### config.mk
export PLATFORM = sky130hd
export DESIGN_NAME = sect_cla_adder
export DESIGN_NICKNAME = d
export VERILOG_FILES = /design/src/rtl/sca_pkg.sv /design/src/rtl/sca_pg.sv /design/src/rtl/sca_section.sv /design/src/rtl/sca_link.sv /design/src/rtl/sect_cla_adder.sv
export SDC_FILE = /design/constraint.sdc
export NUM_CORES = 1
export LEC_CHECK = 0
export BUFFER_PORTS_ARGS = -buffer_cell sky130_fd_sc_hd__buf_4
export CORE_ASPECT_RATIO = 0.8
export CORE_MARGIN = 5
export CORE_UTILIZATION = 42
export CTS_BUF_LIST = sky130_fd_sc_hd__clkbuf_4 sky130_fd_sc_hd__clkbuf_8
export DETAILED_ROUTE_END_ITERATION = 7
export PLACE_DENSITY = 0.78
export RECOVER_POWER = 100
export SLEW_MARGIN = 20
export SYNTH_ARGS = -nofsm -noshare
export SYNTH_HDL_FRONTEND = slang
export SYNTH_SLANG_ARGS = --single-unit
### constraint.sdc
create_clock -name clk -period 0.8 [get_ports clk]
set_input_delay 0.04 -clock clk [delete_from_list [all_inputs] [get_ports clk]]
set_output_delay 0.04 -clock clk [all_outputs]
set_load 0.01 [all_outputs]
### src/rtl/sca_pkg.sv
package sca_pkg;
  localparam int unsigned DEF_WIDTH = 40;
  localparam int unsigned DEF_SEC_W = 10;

  // Group terms a section hands to the inter-section link
  typedef struct packed {
    logic gen;   // section creates a carry on its own
    logic prop;  // section passes an incoming carry through
  } grp_t;
endpackage

### src/rtl/sca_pg.sv
module sca_pg #(
  parameter int unsigned W = 40
) (
  input  logic [W-1:0] a,
  input  logic [W-1:0] b,
  output logic [W-1:0] g,
  output logic [W-1:0] p
);
  assign g = a & b;
  assign p = a ^ b;
endmodule

### src/rtl/sca_section.sv
module sca_section
  import sca_pkg::*;
#(
  parameter int unsigned SW = 10
) (
  input  logic [SW-1:0] g,
  input  logic [SW-1:0] p,
  input  logic          cin,
  output logic [SW-1:0] s,
  output grp_t          grp
);
  logic [SW-1:0] cy;

  // Each stage's carry is an OR of independent product terms: one per
  // lower originating stage (or the section carry-in), ANDed with every
  // propagate between the origin and the stage.
  always_comb begin
    logic acc;
    logic hit;
    for (int j = 0; j < SW; j++) begin
      acc = cin;
      for (int m = 0; m < j; m++) acc = acc & p[m];
      hit = acc;
      for (int k = 0; k < j; k++) begin
        acc = g[k];
        for (int m = k + 1; m < j; m++) acc = acc & p[m];
        hit = hit | acc;
      end
      cy[j] = hit;
    end
  end

  // Group generate: a carry leaves the top stage with no carry-in help
  always_comb begin
    logic acc;
    logic hit;
    hit = 1'b0;
    for (int k = 0; k < SW; k++) begin
      acc = g[k];
      for (int m = k + 1; m < SW; m++) acc = acc & p[m];
      hit = hit | acc;
    end
    grp.gen  = hit;
    grp.prop = &p;
  end

  assign s = p ^ cy;
endmodule

### src/rtl/sca_link.sv
module sca_link
  import sca_pkg::*;
(
  input  grp_t grp,
  input  logic cin,
  output logic cout
);
  assign cout = grp.gen | (grp.prop & cin);
endmodule

### src/rtl/sect_cla_adder.sv
module sect_cla_adder
  import sca_pkg::*;
#(
  parameter int unsigned WIDTH   = DEF_WIDTH,
  parameter int unsigned SEC_W   = DEF_SEC_W,
  parameter bit          OUT_REG = 1'b1
) (
  input  logic             clk,
  input  logic             rst_n,
  input  logic [WIDTH-1:0] a_in,
  input  logic [WIDTH-1:0] b_in,
  input  logic             c_in,
  output logic [WIDTH-1:0] sum_out,
  output logic             c_out
);
  localparam int unsigned NSEC = WIDTH / SEC_W;

  logic [WIDTH-1:0] g_w;
  logic [WIDTH-1:0] p_w;
  logic [WIDTH-1:0] sum_d;
  logic [NSEC:0]    sec_c;
  grp_t             grp_w [NSEC];

  sca_pg #(.W(WIDTH)) u_pg (
    .a (a_in),
    .b (b_in),
    .g (g_w),
    .p (p_w)
  );

  assign sec_c[0] = c_in;

  for (genvar k = 0; k < NSEC; k++) begin : g_sec
    sca_section #(.SW(SEC_W)) u_section (
      .g   (g_w[k*SEC_W +: SEC_W]),
      .p   (p_w[k*SEC_W +: SEC_W]),
      .cin (sec_c[k]),
      .s   (sum_d[k*SEC_W +: SEC_W]),
      .grp (grp_w[k])
    );
    sca_link u_link (
      .grp  (grp_w[k]),
      .cin  (sec_c[k]),
      .cout (sec_c[k+1])
    );
  end

  if (OUT_REG) begin : g_oreg
    logic [WIDTH-1:0] sum_q;
    logic             cy_q;
    logic             ld_en;

    assign ld_en = 1'b1;

    always_ff @(posedge clk or negedge rst_n) begin
      if (!rst_n) begin
        sum_q <= '0;
        cy_q  <= 1'b0;
      end else if (ld_en) begin
        sum_q <= sum_d;
        cy_q  <= sec_c[NSEC];
      end
    end

    assign sum_out = sum_q;
    assign c_out   = cy_q;
  end else begin : g_comb
    assign sum_out = sum_d;
    assign c_out   = sec_c[NSEC];
  end
endmodule

# ---- Word level (Yosys, flattened, before mapping)
# Index checks and enable logic that the tools add are counted.
# W data, S select, Z words.
dict set report classes {
  n_mux 0
  eq_ne 0
  reduce_logical 4
  n_div 0
  bitwise_logic 446
  multipliers 0
  n_shift 0
  magnitude_cmp 0
  n_addsub 0
}
# operator count
set op_table {}
lappend op_table {{$and A1 B1 Y1} 220}
lappend op_table {{$or A1 B1 Y1} 220}
lappend op_table {{$and A40 B40 Y40} 1}
lappend op_table {{$reduce_and A10 Y1} 4}
lappend op_table {{$xor A10 B10 Y10} 4}
lappend op_table {{$xor A40 B40 Y40} 1}
dict set report word_totals {
  out_inout_bits 41
  mem_count 0
  register_bits 41
  in_bits 83
  rom_bits 0
  mem_bits_rw 0
  latchBits 0
}

# ---- Logic depth before layout (Yosys ltp)
dict set report logic_depth {
  depth_word 43
  mapped_depth 12
  depth_no_buf 12
}

# ---- Modules after synthesis
# From an unflattened synthesis, not the netlist that was laid out.
dict set report hier_totals {
  cells_unflattened 261
  area_unflattened_um2 2697.6
}
# mod area_per_inst_um2 seq_area_each_um2 cells_per_inst instances
set by_module_without_submodules {}
lappend by_module_without_submodules {sca_section 285.3 0.0 44 4}
lappend by_module_without_submodules {sect_cla_adder 1026.0 1026.0 41 1}
lappend by_module_without_submodules {sca_pg 500.5 0.0 40 1}
lappend by_module_without_submodules {sca_link 7.5 0.0 1 4}

# ---- Worst setup path after synthesis
# Ideal clock, no wire load.
dict set report synth_path {
  path_type {input port to flip-flop}
  from {in a_in[13]}
  to {reg g_oreg.sum_q[39], in the netlist sum_out[39]}
  setup_time_ns 0.116
  setup_slack_ns -1.553
  cell_stages 12
  path_buffers 0
  arrival_ns 2.237
  path_cell_list {ha_1 a21o_1 a221oi_1 o21ai_0 a21oi_1 nand2_1 ha_1 o21a_1 o21bai_1 nand2_1 a2111o_1 o311ai_0}
}
dict set report synth_via {
  elab_chain_cells 39
  elab_cells_between_ends 62
  classes_between {61 x bitwise; 1 x reduce/logical}
}
# item line_no
set synth_lines {}
lappend synth_lines {{start, declared} sect_cla_adder.sv:10} ;# input logic [WIDTH-1:0] a_in,
lappend synth_lines {{$xor A40 B40 Y40} sca_pg.sv:10} ;# assign p = a ^ b;
lappend synth_lines {{$and A1 B1 Y1 (7 in series)} sca_section.sv:40} ;# for (int m = k + 1; m < SW; m++) acc = acc & p[m];
lappend synth_lines {{$or A1 B1 Y1 (9 in series)} sca_section.sv:41} ;# hit = hit | acc;
lappend synth_lines {{$or A1 B1 Y1 (*)} sca_link.sv:8} ;# assign cout = grp.gen | (grp.prop & cin);
lappend synth_lines {{$and A1 B1 Y1 (*)} sca_link.sv:8}
lappend synth_lines {{$or A1 B1 Y1 (*)} sca_link.sv:8}
lappend synth_lines {{$and A1 B1 Y1 (*) (9 in series)} sca_section.sv:22} ;# for (int m = 0; m < j; m++) acc = acc & p[m];
lappend synth_lines {{$or A1 B1 Y1 (*) (9 in series)} sca_section.sv:27} ;# hit = hit | acc;
lappend synth_lines {{$xor A10 B10 Y10 (*)} sca_section.sv:47} ;# assign s = p ^ cy;
lappend synth_lines {{via g_sec[3].u_section.s[9]} sca_section.sv:9} ;# output logic [SW-1:0] s,
lappend synth_lines {{end signal, assigned} sect_cla_adder.sv:60} ;# sum_q <= sum_d;
lappend synth_lines {{end, declared} sect_cla_adder.sv:49} ;# logic [WIDTH-1:0] sum_q;
# The timed path passes the listed nets; every way through them passes the cells marked *.

# ---- Worst setup path in the final report
dict set report layout_path {
  from {in a_in[16]}
  to {reg g_oreg.sum_q[39], in the netlist sum_out[39]}
}
dict set report layout_via {
  elab_chain_cells 36
  elab_cells_between_ends 62
  classes_between {61 x bitwise; 1 x reduce/logical}
}
# item line_no
set layout_lines {}
lappend layout_lines {{$xor A40 B40 Y40} sca_pg.sv:10}
lappend layout_lines {{$and A1 B1 Y1 (4 in series)} sca_section.sv:40}
lappend layout_lines {{$or A1 B1 Y1 (9 in series)} sca_section.sv:41}
lappend layout_lines {{$or A1 B1 Y1 (*)} sca_link.sv:8}
lappend layout_lines {{$and A1 B1 Y1 (*)} sca_link.sv:8}
lappend layout_lines {{$or A1 B1 Y1 (*)} sca_link.sv:8}
lappend layout_lines {{$and A1 B1 Y1 (*) (9 in series)} sca_section.sv:22}
lappend layout_lines {{$or A1 B1 Y1 (*) (9 in series)} sca_section.sv:27}
lappend layout_lines {{$xor A10 B10 Y10 (*)} sca_section.sv:47}
lappend layout_lines {{via g_sec[3].u_section.s[9]} sca_section.sv:9}
# Marked as above.

==> results.cfg <==
[die]
fp.dieArea_um2 = 8500
core_area_um2 = 6470
die_x_um = 102
std_cell_rows = 26
start_util = 0.438
ios = 124
die_h_um = 83.5

[logic_synthesis]
async_flop_share = 1.00
synth-seq-area-share = 0.362
syn_area_per_cell_um2 = 10.0
yosysWarnings = 0
synth_edf_count = 0
syn_inst = 283
yosysTopAreaCellShare = 0.362
yosysMostFrequentCell = ha_1
syn_area_um2 = 2830
synth_commonest_cells = 44 x ha_1, 41 x dfrtp_1, 29 x a21oi_1
synth.distinct_cells = 43
yosys.area.top_type = dfrtp_1
ys_ff_latch = 41
synth_area_leaders = dfrtp_1 36%, ha_1 19%, xnor2_1 5.3%, a21oi_1 5.1%, fa_1 2.8%
synthFlopType = dfrtp_1
synth_nets = 414

[global_routing]
track_usage = 0.259
gr-total-overflow = 0
antenna_found_initial = 0
grt_pass1_vias = 3754
grt_pass1_wl_um = 17500
grt_max_degree = 42

[sta]
drv_slew = 0
setup_viol = 80
period_share = 3.01
setup_slack_ps = -1600
slew_headroom = 0.632
hold_viol = 0
fmax_mhz = 416
rsz0062_at_grt = true
worst_pin_slew_ps = 553
final.setup.tns_ps = -44380
finalCriticalPeriod_ps = 2400

[detailed_routing]
routedWlPerCell_um = 22.0
wl_met1_um = 4510
drc = 0
top_layer = met4
wl_met2_um = 6830
vias = 3461
drt_iter0_drc = 153
antenna_left = 0
route.met3.wl_um = 1100
drt-pass1-iter-count = 7
vias_per_cell = 5.74
wl_um = 13200

[critical_path]
worst_ep_required_time_ps = 980
crit_start = a_in[16]
critical_path_class = in2reg
critPathLaunchType = input pin
endpoint = sum_out[39]$_DFF_PN0_
end_kind = register
cp.arrival_ps = 2580
cp_max_fo = 4

[clock_network]
ctsHtreeMaxLevel = 2
path_clk_slew_ps = 80
numCtsBuffers = 5
cts_tree = done
cts.path.max_buffers = 2
ctsRootBufferMaster = clkbuf_8
cts_sinks = 41

[min_path]
worstHoldPathCells = 4
hold_class = in2reg

[power]
cellLeakagePower_nw = 2.69
irDropWorstVdd_v = 0.00101
finalPower_mw = 8.99
power_per_cell_area_nw_per_um2 = 1540

[cells_and_area]
nNetsFinal = 650
postLayoutCellArea_um2 = 5850
final_util = 0.903
drive_above_1_share = 0.669
area_growth_pct = 106
fin_cells = 603
diodes = 0

[outcome]
violations = negative setup slack
status = finished with violations

[flow_run]
max_cap_violations = 0

[placement]
dp_hpwl_um = 7450
place_area_um2 = 4830
finalWeightedCongestion = 0.883
portBuffers = 123
post-place-cells = 573
## state kept, by name, indices dropped and copies added (netlist names)
name,count
sum_out,40
c_out,1
## worst min-delay path by stage
stage,start,end
after detailed placement,rst_n,sum_out[26]$_DFF_PN0_
after floorplan,rst_n,c_out$_DFF_PN0_
after global placement,rst_n,sum_out[24]$_DFF_PN0_
after CTS,b_in[5],sum_out[5]$_DFF_PN0_
final,a_in[13],sum_out[14]$_DFF_PN0_
after global routing,b_in[29],sum_out[29]$_DFF_PN0_
## stage by stage
stage,hold WS (ps),setup WS (ps)
2_1_floorplan,-256,-1430
5_1_grt,158,-1660
3_5_place_dp,56.5,-1820
4_1_cts,127,-1270
3_3_place_gp,51.8,-1720
6_report,145,-1600
## cell usage in the layout, fill, tap and decap left out, types with 4 or more instances in the layout
| master | synthesis | routed |
|---|---|---|
| a21o_1 | 5 | 5 |
| a21oi_1 | 29 | 14 |
| a21oi_2 | 0 | 11 |
| a21oi_4 | 0 | 4 |
| buf_4 | 0 | 155 |
| buf_6 | 0 | 71 |
| clkbuf_8 | 0 | 6 |
| dfrtp_1 | 41 | 41 |
| ha_1 | 44 | 18 |
| ha_4 | 0 | 23 |
| inv_1 | 14 | 12 |
| nand2_1 | 15 | 9 |
| nand2_2 | 0 | 4 |
| nor2_1 | 20 | 7 |
| nor2_2 | 0 | 5 |
| nor2_4 | 0 | 8 |
| nor3_1 | 8 | 6 |
| o211ai_1 | 5 | 5 |
| o21a_1 | 9 | 7 |
| o21ai_2 | 2 | 6 |
| xnor2_1 | 17 | 12 |
| xnor2_2 | 0 | 5 |
| xor2_1 | 6 | 6 |
## power by group
group          internal, mW  total [mW]  switching (mW)
combinational          2.71        4.84            2.13
sequential             2.49        2.70           0.209
clock                 0.721        1.46           0.737
total                  5.92        8.99            3.08
## repair_timing
item	CTS	global route
buffers inserted	22	14
endpoints found under the setup margin	80	80
gates resized for setup	120	57
pin swaps	43	49
hold buffers	1	0
endpoints found under the hold margin	41	0
## per-layer routing
| layer | vias up | global-route usage |
|---|---|---|
| met3 | 66 | 0.0752 |
| met2 | 193 | 0.495 |
| li1 | 1511 | - |
| met1 | 1691 | 0.260 |
| met4 | 0 | 0.0965 |
| met5 | - | 0 |
## area by class of cell
cell class	instances	area, um^2
clock buffers	7	90.1
fillers	260	627
inverters	14	52.6
multi-input cells	228	2580
flip-flops and latches	41	1030
well taps	84	105
repair buffers	229	1990
## critical path, stage by stage
cell and delay (ps):
buf_4 120, ha_4 250, a211oi_1 400, o31a_1 250, o21ai_2 100, a21oi_1 130
nand2_1 90, ha_2 180, o21a_1 200, o21bai_2 200, nand2_2 130, a2111o_1 390
o311ai_1 100
## kinds of logic after synthesis
| kind of cell | Yosys count | share of synthesized area |
|---|---|---|
| AO/OA/AOI/OAI | 89 | 0.208 |
| buffers and inverters | 14 | 0.0185 |
| flip-flops | 41 | 0.362 |
| XOR/XNOR | 23 | 0.0711 |
| adder cells (fa/ha/maj) | 48 | 0.223 |
| AND/OR/NAND/NOR | 68 | 0.118 |
Power figures use the tool's default switching activity.
